===== config.mk =====
export PLATFORM = sky130hd
export DESIGN_NAME = switch_irq_reg
export DESIGN_NICKNAME = d
export VERILOG_FILES = /design/src/rtl/sw_pkg.sv /design/src/rtl/sw_bus_if.sv /design/src/rtl/sw_state_core.sv /design/src/rtl/sw_irq_ctl.sv /design/src/rtl/switch_irq_reg.sv
export SDC_FILE = /design/constraint.sdc
export NUM_CORES = 1
export LEC_CHECK = 0
export BUFFER_PORTS_ARGS = -buffer_cell sky130_fd_sc_hd__buf_2
export CORE_MARGIN = 1
export CORE_UTILIZATION = 50
export CTS_CLUSTER_DIAMETER = 40
export DETAILED_ROUTE_END_ITERATION = 10
export PLACE_DENSITY = 0.91
export SETUP_SLACK_MARGIN = 0.1
export SYNTH_ARGS = -nofsm -noshare
export SYNTH_HDL_FRONTEND = slang
export SYNTH_HIERARCHICAL = 1
export SYNTH_SLANG_ARGS = --single-unit

===== constraint.sdc =====
create_clock -name clk -period 2.6 [get_ports clk]
set_clock_uncertainty 0.1 [all_clocks]
set_input_delay 0.26 -clock clk [delete_from_list [all_inputs] [get_ports clk]]
set_output_delay 0.26 -clock clk [all_outputs]
set_load 0.005 [all_outputs]

===== src/rtl/sw_pkg.sv =====
package sw_pkg;
  // Register offsets (word index); the status read and state write behaviour keys on these.
  localparam int unsigned OFF_STATE  = 0;
  localparam int unsigned OFF_FLAGS  = 1;
  localparam int unsigned OFF_STATUS = 2;
  localparam int unsigned OFF_ENABLE = 3;

  typedef enum logic [1:0] {
    SEL_STATE  = 2'd0,
    SEL_FLAGS  = 2'd1,
    SEL_STATUS = 2'd2,
    SEL_ENABLE = 2'd3
  } reg_sel_e;

  typedef struct packed {
    logic     hit;
    reg_sel_e sel;
  } reg_dec_t;

  function automatic reg_dec_t decode_off(input int unsigned off);
    reg_dec_t d;
    d.hit = 1'b1;
    unique case (off)
      OFF_STATE:  d.sel = SEL_STATE;
      OFF_FLAGS:  d.sel = SEL_FLAGS;
      OFF_STATUS: d.sel = SEL_STATUS;
      OFF_ENABLE: d.sel = SEL_ENABLE;
      default: begin
        d.hit = 1'b0;
        d.sel = SEL_STATE;
      end
    endcase
    return d;
  endfunction
endpackage


===== src/rtl/sw_bus_if.sv =====
module sw_bus_if
  import sw_pkg::*;
#(
  parameter int unsigned ADDR_W = 3,
  parameter int unsigned DATA_W = 32
) (
  input  logic              clk,
  input  logic              rst_n,
  input  logic              req_valid,
  output logic              req_ready,
  input  logic              req_write,
  input  logic [ADDR_W-1:0] req_addr,
  output logic              rsp_valid,
  input  logic              rsp_ready,
  output logic [DATA_W-1:0] rsp_data,
  input  logic [DATA_W-1:0] cur_state,
  input  logic              flag_output,
  input  logic              stat_bit,
  input  logic              en_bit,
  output logic              state_wr,
  output logic              en_wr,
  output logic              stat_rd
);
  localparam int unsigned PAD_W = DATA_W - 1;

  logic              rv_q;
  logic [DATA_W-1:0] rd_q;
  logic              accept;
  reg_dec_t          dec;
  logic [DATA_W-1:0] rd_mux;

  assign req_ready = ~rv_q | rsp_ready;
  assign accept    = req_valid & req_ready;
  assign dec       = decode_off(int'(req_addr));

  assign state_wr = accept &  req_write & dec.hit & (dec.sel == SEL_STATE);
  assign en_wr    = accept &  req_write & dec.hit & (dec.sel == SEL_ENABLE);
  assign stat_rd  = accept & ~req_write & dec.hit & (dec.sel == SEL_STATUS);

  always_comb begin
    rd_mux = '0;
    if (dec.hit) begin
      unique case (dec.sel)
        SEL_STATE:  rd_mux = cur_state;
        SEL_FLAGS:  rd_mux = {{PAD_W{1'b0}}, flag_output};
        SEL_STATUS: rd_mux = {{PAD_W{1'b0}}, stat_bit};
        SEL_ENABLE: rd_mux = {{PAD_W{1'b0}}, en_bit};
        default:    rd_mux = '0;
      endcase
    end
  end

  always_ff @(posedge clk or negedge rst_n) begin
    if (!rst_n) begin
      rv_q <= 1'b0;
      rd_q <= '0;
    end else if (accept && !req_write) begin
      rv_q <= 1'b1;
      rd_q <= rd_mux;
    end else if (rsp_ready) begin
      rv_q <= 1'b0;
    end
  end

  assign rsp_valid = rv_q;
  assign rsp_data  = rd_q;
endmodule


===== src/rtl/sw_state_core.sv =====
module sw_state_core #(
  parameter int unsigned DATA_W    = 32,
  parameter bit          IS_OUTPUT = 1'b1
) (
  input  logic              clk,
  input  logic              rst_n,
  input  logic              upd_valid,
  input  logic [DATA_W-1:0] upd_state,
  input  logic              state_wr,
  input  logic [DATA_W-1:0] wdata,
  input  logic              stat_rd,
  input  logic              en_q,
  output logic [DATA_W-1:0] state_q,
  output logic              pend_q,
  output logic              pend_nxt,
  output logic              err_q
);
  logic              sw_take;
  logic              sw_bad;
  logic [DATA_W-1:0] st_nxt;
  logic              err_nxt;

  generate
    if (IS_OUTPUT) begin : g_out
      assign sw_take = state_wr & (wdata != state_q);
      assign sw_bad  = 1'b0;
    end else begin : g_in
      assign sw_take = 1'b0;
      assign sw_bad  = state_wr;
    end
  endgenerate

  always_comb begin
    st_nxt   = state_q;
    pend_nxt = pend_q;
    err_nxt  = err_q | sw_bad;
    if (stat_rd && en_q && pend_q) pend_nxt = 1'b0;
    if (sw_take) begin
      st_nxt   = wdata;
      pend_nxt = 1'b1;
    end
    if (upd_valid) begin
      st_nxt   = upd_state;
      pend_nxt = 1'b1;
    end
  end

  always_ff @(posedge clk or negedge rst_n) begin
    if (!rst_n) begin
      state_q <= '0;
      pend_q  <= 1'b0;
      err_q   <= 1'b0;
    end else begin
      state_q <= st_nxt;
      pend_q  <= pend_nxt;
      err_q   <= err_nxt;
    end
  end
endmodule


===== src/rtl/sw_irq_ctl.sv =====
module sw_irq_ctl (
  input  logic clk,
  input  logic rst_n,
  input  logic en_wr,
  input  logic en_wbit,
  input  logic pend_nxt,
  output logic en_q,
  output logic irq_q
);
  logic en_nxt;

  assign en_nxt = en_wr ? en_wbit : en_q;

  always_ff @(posedge clk or negedge rst_n) begin
    if (!rst_n) begin
      en_q  <= 1'b0;
      irq_q <= 1'b0;
    end else begin
      en_q  <= en_nxt;
      irq_q <= pend_nxt & en_nxt;
    end
  end
endmodule


===== src/rtl/switch_irq_reg.sv =====
module switch_irq_reg #(
  parameter int unsigned ADDR_W    = 3,
  parameter int unsigned DATA_W    = 32,
  parameter bit          IS_OUTPUT = 1'b1
) (
  input  logic              clk,
  input  logic              rst_n,
  input  logic              upd_valid,
  input  logic [DATA_W-1:0] upd_state,
  input  logic              req_valid,
  output logic              req_ready,
  input  logic              req_write,
  input  logic [ADDR_W-1:0] req_addr,
  input  logic [DATA_W-1:0] req_wdata,
  output logic              rsp_valid,
  input  logic              rsp_ready,
  output logic [DATA_W-1:0] rsp_data,
  output logic [DATA_W-1:0] state_o,
  output logic              irq,
  output logic              wr_fault
);
  logic state_wr, en_wr, stat_rd;
  logic pend_q, pend_nxt, en_q, err_q;
  logic [DATA_W-1:0] state_q;

  sw_bus_if #(.ADDR_W(ADDR_W), .DATA_W(DATA_W)) u_bus (
    .clk(clk), .rst_n(rst_n),
    .req_valid(req_valid), .req_ready(req_ready), .req_write(req_write),
    .req_addr(req_addr),
    .rsp_valid(rsp_valid), .rsp_ready(rsp_ready), .rsp_data(rsp_data),
    .cur_state(state_q), .flag_output(IS_OUTPUT), .stat_bit(pend_q & en_q),
    .en_bit(en_q),
    .state_wr(state_wr), .en_wr(en_wr), .stat_rd(stat_rd)
  );

  sw_state_core #(.DATA_W(DATA_W), .IS_OUTPUT(IS_OUTPUT)) u_core (
    .clk(clk), .rst_n(rst_n),
    .upd_valid(upd_valid), .upd_state(upd_state),
    .state_wr(state_wr), .wdata(req_wdata), .stat_rd(stat_rd), .en_q(en_q),
    .state_q(state_q), .pend_q(pend_q), .pend_nxt(pend_nxt), .err_q(err_q)
  );

  sw_irq_ctl u_irq (
    .clk(clk), .rst_n(rst_n),
    .en_wr(en_wr), .en_wbit(req_wdata[0]), .pend_nxt(pend_nxt),
    .en_q(en_q), .irq_q(irq)
  );

  assign state_o  = state_q;
  assign wr_fault = err_q;
endmodule


=== After elaboration in Yosys (flattened, before gate mapping) ===
Index checks and enable logic that the tools add are counted.

* Register bits after elaboration: 68
* Latch bits: 0
* Bits in writable memories: 0
* Bits in read-only memories: 0
* Input port bits: 73
* Output and inout bits: 68
* Logic and storage cells: 48
* Memories: 0

* Add/subtract/negate cells: 0
* $mul: 0
* Div/mod/pow operators: 0
* $lt $le $gt $ge: 0
* Equal/unequal tests: 7
* Shift operators: 0
* Multiplexer cells: 12
* Bitwise gates (word level): 14
* Reduce and logical (&&, ||, !) cells: 9

{| class="wikitable"
|+ Operator list
! operator !! number
|-
| case mux 32 bit (4 select lines) || 1
|-
| two-way mux 32 bit || 3
|-
| != test 32 bit || 1
|-
| bitwise AND 1 bit || 11
|-
| two-way mux 1 bit || 7
|-
| == test 3 x 2 -> 1 bit, second input constant || 2
|-
| case mux 2 bit (3 select lines) || 1
|-
| == test 2 bit, second input constant || 2
|-
| nonzero test 2 bit || 2
|-
| OR reduction 4 bit || 1
|-
| == test 3 x 1 -> 1 bit, second input constant || 1
|-
| logical AND 1 bit || 3
|-
| logical NOT 3 bit || 1
|-
| == test 2 x 1 -> 1 bit, second input constant || 1
|-
| logical NOT 2 bit || 1
|-
| inverter 1 bit || 2
|-
| logical NOT 1 bit || 1
|-
| bitwise OR 1 bit || 1
|}

=== Longest topological paths before layout ===
* Word-level depth: 12
* Mapped depth: 7
* Mapped depth without buffers: 6

=== Hierarchy ===
Netlist, hierarchy kept.

{| class="wikitable"
|+ By module, submodules not included
! module !! instances !! cells an instance !! area an instance (µm²) !! seq. area each (µm²)
|-
| sw_state_core || 1 || 232 || 2224.6 || 825.8
|-
| sw_bus_if || 1 || 146 || 1512.7 || 825.8
|-
| sw_irq_ctl || 1 || 4 || 73.8 || 50.0
|-
| switch_irq_reg || 1 || 2 || 10.0 || 0.0
|}

=== Worst setup path before layout ===
No wires, ideal clock.

* Kind: register -> register
* Start point: reg u_core.state_q[31]
* End point: reg u_irq.irq_q
* Setup time: 117 ps
* Arrival time: 1734 ps
* Data required time: 2383 ps
* Slack: 649 ps
* Stages on the path, launching flop included: 7
* Buffers on the path: 0
* Clock period less this slack: 1951 ps
* Cell sequence: dfrtp_1 > xor2_1 > nor4_1 > nand4_1 > o21a_2 > a211o_1 > and2_4

* Cells in the longest elaborated chain, start to end: 5

{| class="wikitable"
|+ RTL lines
! element !! line !! text
|-
| start, declared || sw_state_core.sv:13 || <nowiki>output logic [DATA_W-1:0] state_q,</nowiki>
|-
| start signal, assigned || sw_state_core.sv:54 || <nowiki>state_q <= st_nxt;</nowiki>
|-
| != test 32 bit || sw_state_core.sv:25 || <nowiki>assign sw_take = state_wr & (wdata != state_q);</nowiki>
|-
| bitwise AND 1 bit || sw_state_core.sv:25 ||
|-
| two-way mux 1 bit || sw_state_core.sv:38 || <nowiki>if (sw_take) begin</nowiki>
|-
| two-way mux 1 bit || sw_state_core.sv:42 || <nowiki>if (upd_valid) begin</nowiki>
|-
| named net pend_nxt || switch_irq_reg.sv:23 || <nowiki>logic pend_q, pend_nxt, en_q, err_q;</nowiki>
|-
| bitwise AND 1 bit || sw_irq_ctl.sv:20 || <nowiki>irq_q <= pend_nxt & en_nxt;</nowiki>
|-
| end signal, assigned || sw_irq_ctl.sv:20 ||
|-
| end, declared || sw_irq_ctl.sv:8 || <nowiki>output logic irq_q</nowiki>
|}

The timed path passes the listed nets, and every way through them passes these cells.
A chain may end at the register's enable or synchronous reset.

=== Final worst setup path ===
* Start point: reg u_core.state_q[31]
* End point: reg u_core.state_q[23]

* Cells in the longest elaborated chain, start to end: 3

{| class="wikitable"
|+ RTL lines
! element !! line
|-
| != test 32 bit || sw_state_core.sv:25
|-
| bitwise AND 1 bit || sw_state_core.sv:25
|-
| nonzero test 2 bit (no line) || -
|}

No other way between the ends.

==> impl_metrics.env <==
export IMPL_gp_congestion=0.8332
export IMPL_via_per_inst=5.558
export IMPL_path_max_fanout=18
export IMPL_synth_top_area_cell="dfrtp_1"
export IMPL_netlist_area_sq_mm=0.003821
export IMPL_p_leak_nw=2.350
export IMPL_final_layout_size_suffix_gt1_share_pct=39.19
export IMPL_whs_ps=29.90
export IMPL_ys_seq_area_share_pct=44.53
export IMPL_wl_per_cell_microns=17.41
export IMPL_hpwl_mm=7.388
export IMPL_rsz0062_at_grt="false"
export IMPL_placed_area_sq_mm=0.004569
export IMPL_fp_dieH_microns=89.42
export IMPL_ios=141
export IMPL_cts_made_buffers=9
export IMPL_relSlewSlack_pct=42.07
export IMPL_worst_pin_slew_ps=868.9
export IMPL_cts_setup_buffers=0
export IMPL_hold_viol_final=0
export IMPL_path_class="reg -> reg"
export IMPL_grt_pass1_vias=3231
export IMPL_r2r_slack_ps=270
export IMPL_ctsHtreeMaxLevel=3
export IMPL_maxCapViolations=0
export IMPL_port_buffers=139
export IMPL_drt_wl_total_mm=10.76
export IMPL_syn_to_final_growth_pct=25.54
export IMPL_grt_pass1_wl_mm=16.29
export IMPL_critPathBufInv=1
export IMPL_crit_family="compound AO/OA/AOI/OAI gates"
export IMPL_cp_end_kind="flip-flop"
export IMPL_initial_core_util_pct=52.12
export IMPL_cts_sink_count=68
export IMPL_syn_avg_cell_area_sq_um=9.951
export IMPL_min_period_ps=2328
export IMPL_dieArea_sq_mm=0.007996
export IMPL_final_nets=586
export IMPL_cp_arrival_ps=2480
export IMPL_num_vias=3435
export IMPL_clock_latency_ps=340
export IMPL_antenna_found_initial=1
export IMPL_cts_root_buf="clkbuf_8"
export IMPL_path_cells="xor2_1 > nor4_1 > nand4_1 > o21a_2 > buf_4 > o211ai_1"
export IMPL_vdd_drop_max_uv=397.3
export IMPL_drt_pass1_iterations=5
export IMPL_layout_common_cells="138 x buf_2, 96 x nand2_1, 68 x dfrtp_1"
export IMPL_drv_slew=0
export IMPL_syn_inst=384
export IMPL_yosysWarnings=6
export IMPL_overflow=0
export IMPL_track_usage_pct=27.58
export IMPL_die_w_microns=89.42
export IMPL_critPathLaunchType="flip-flop"
export IMPL_synth_top_area_share_pct=44.53
export IMPL_synth_nets=457
export IMPL_ys_types=33
export IMPL_yosys_top_cells_area="dfrtp_1 45%, o211ai_2 9.8%, nand2_1 9.4%, mux2i_1 8.1%, o2111ai_1 7.3%"
export IMPL_cts_tree="yes"
export IMPL_slowest_delay_ps=450
export IMPL_status="finished, final reports clean"
export IMPL_final_area_sq_mm=0.004797
export IMPL_setup_violations_final=0
export IMPL_critPathSlowestCell="dfrtp_1"
export IMPL_clock_path_buffers=2
export IMPL_fp_row_count=31
export IMPL_ant_nets=0
export IMPL_fin_crit_sh_pct=89.54
export IMPL_ys_ff_latch=68
export IMPL_pwr_density_cell_mw_per_mm2=553.5
export IMPL_max_freq_mhz=429.6
export IMPL_first_iter_violations=275
export IMPL_clk_pin_slew_ps=80
export IMPL_tns_ps=0
export IMPL_hold_path_class="in -> reg"
export IMPL_final_common_cell="buf_2"
export IMPL_worstPathRequired_ps=2750
export IMPL_core_area_sq_mm=0.007331
export IMPL_grt_max_degree=69
export IMPL_drcViolationCount=0
-- flip-flops by register name (all words and copies together) (netlist names) --
| name | cells |
|---|---|
| u_core/state_q | 32 |
| u_bus/rsp_valid | 1 |
| u_irq/en_q | 1 |
| u_core/pend_q | 1 |
| u_bus/rsp_data | 32 |
| u_irq/irq_q | 1 |
-- tightest hold or removal path, stage by stage --
cell and delay [ps]:
buf_2 70, nand2_1 50, o211ai_2 50
-- area by class of cell --
class | instances | area (sq um)
diodes | 1 | 2.502
clock buffers | 9 | 123.9
clock inverters | 7 | 91.34
fillers | 603 | 2534
inverters | 33 | 123.9
multi-input cells | 252 | 1854
flip-flops and latches | 68 | 1702
well taps | 99 | 123.9
repair buffers | 149 | 775.7
-- through the flow --
step                      setup WS, ps  cells  util [%]  power (mW)
final                            272.1    618     65.44       2.655
after global routing             175.6    618     65.44       2.782
after CTS                        292.7    617     65.40       2.672
after detailed placement         312.6    600     62.33       1.716
after global placement           305.6    600     62.33       1.699
after floorplan                  649.1    384         -       1.473
-- what timing repair did --
| item | in CTS | in global routing |
|---|---|---|
| hold buffers | 1 | 0 |
| hold endpoints to repair | 68 | 0 |
| gates resized for setup | 0 | 0 |
-- synth_stat cells --
master / n
o211ai_1: 2
o2111ai_1: 32
a211o_1: 1
xor2_1: 32
nor4bb_1: 1
nor3b_1: 1
nand3_1: 1
buf_2: 1
o21a_2: 1
mux2i_1: 31
mux4_2: 1
mux2_2: 1
inv_1: 32
nor4_1: 8
mux2_4: 1
o21ai_0: 1
and2_1: 1
nand2b_1: 1
clkbuf_1: 22
buf_4: 4
o211ai_2: 30
dfrtp_1: 68
buf_6: 3
and2_4: 1
buf_1: 1
conb_1: 2
nand2_1: 96
nor3_2: 1
nand3b_1: 1
nor2_1: 1
nor2b_1: 2
nand4_1: 2
inv_2: 1
-- layer usage --
| layer | GRT usage (%) | vias to the layer above | part of all wire (%) |
|---|---|---|---|
| li1 | - | 1595 | - |
| met2 | 45.73 | 168 | 50 |
| met1 | 36.65 | 1654 | 41 |
| met4 | 9.668 | 0 | 1.7 |
| met5 | 0 | - | 0 |
| met3 | 4.617 | 18 | 6.8 |
-- where the power goes --
part | leakage [nW] | switching [mW] | internal [mW] | total [mW]
sequential | 0.875 | 0.0839 | 1.14 | 1.23
clock | 0.109 | 0.416 | 0.537 | 0.953
combinational | 1.37 | 0.251 | 0.223 | 0.475
total | 2.35 | 0.752 | 1.90 | 2.66
-- path summary, 6_finish.rpt --
check,to,cells after the start,from
setup reg to reg,u_core/state_q[23],6,u_core/state_q[31]
hold reg to reg,u_bus/rsp_data[25],2,u_bus/rsp_data[25]
setup / recovery,u_core/state_q[23],6,u_core/state_q[31]
hold / removal,u_core/state_q[6],3,upd_state[6]
max in group asynchronous,u_core/state_q[18],2,rst_n
min in group asynchronous,u_bus/rsp_data[27],2,rst_n
-- logic make-up (layout without fill, tap and decap cells) --
kind of cell	Yosys count	after routing	share of synthesized area, %
flip-flops	68	68	44.53
buffers and inverters	64	198	7.302
multiplexers	34	34	9.397
XOR/XNOR	32	32	7.335
AND/OR/NAND/NOR	117	117	13.10
AO/OA/AOI/OAI	67	67	18.14
other	2	3	0.1965
Power figures use the tool's default switching activity.
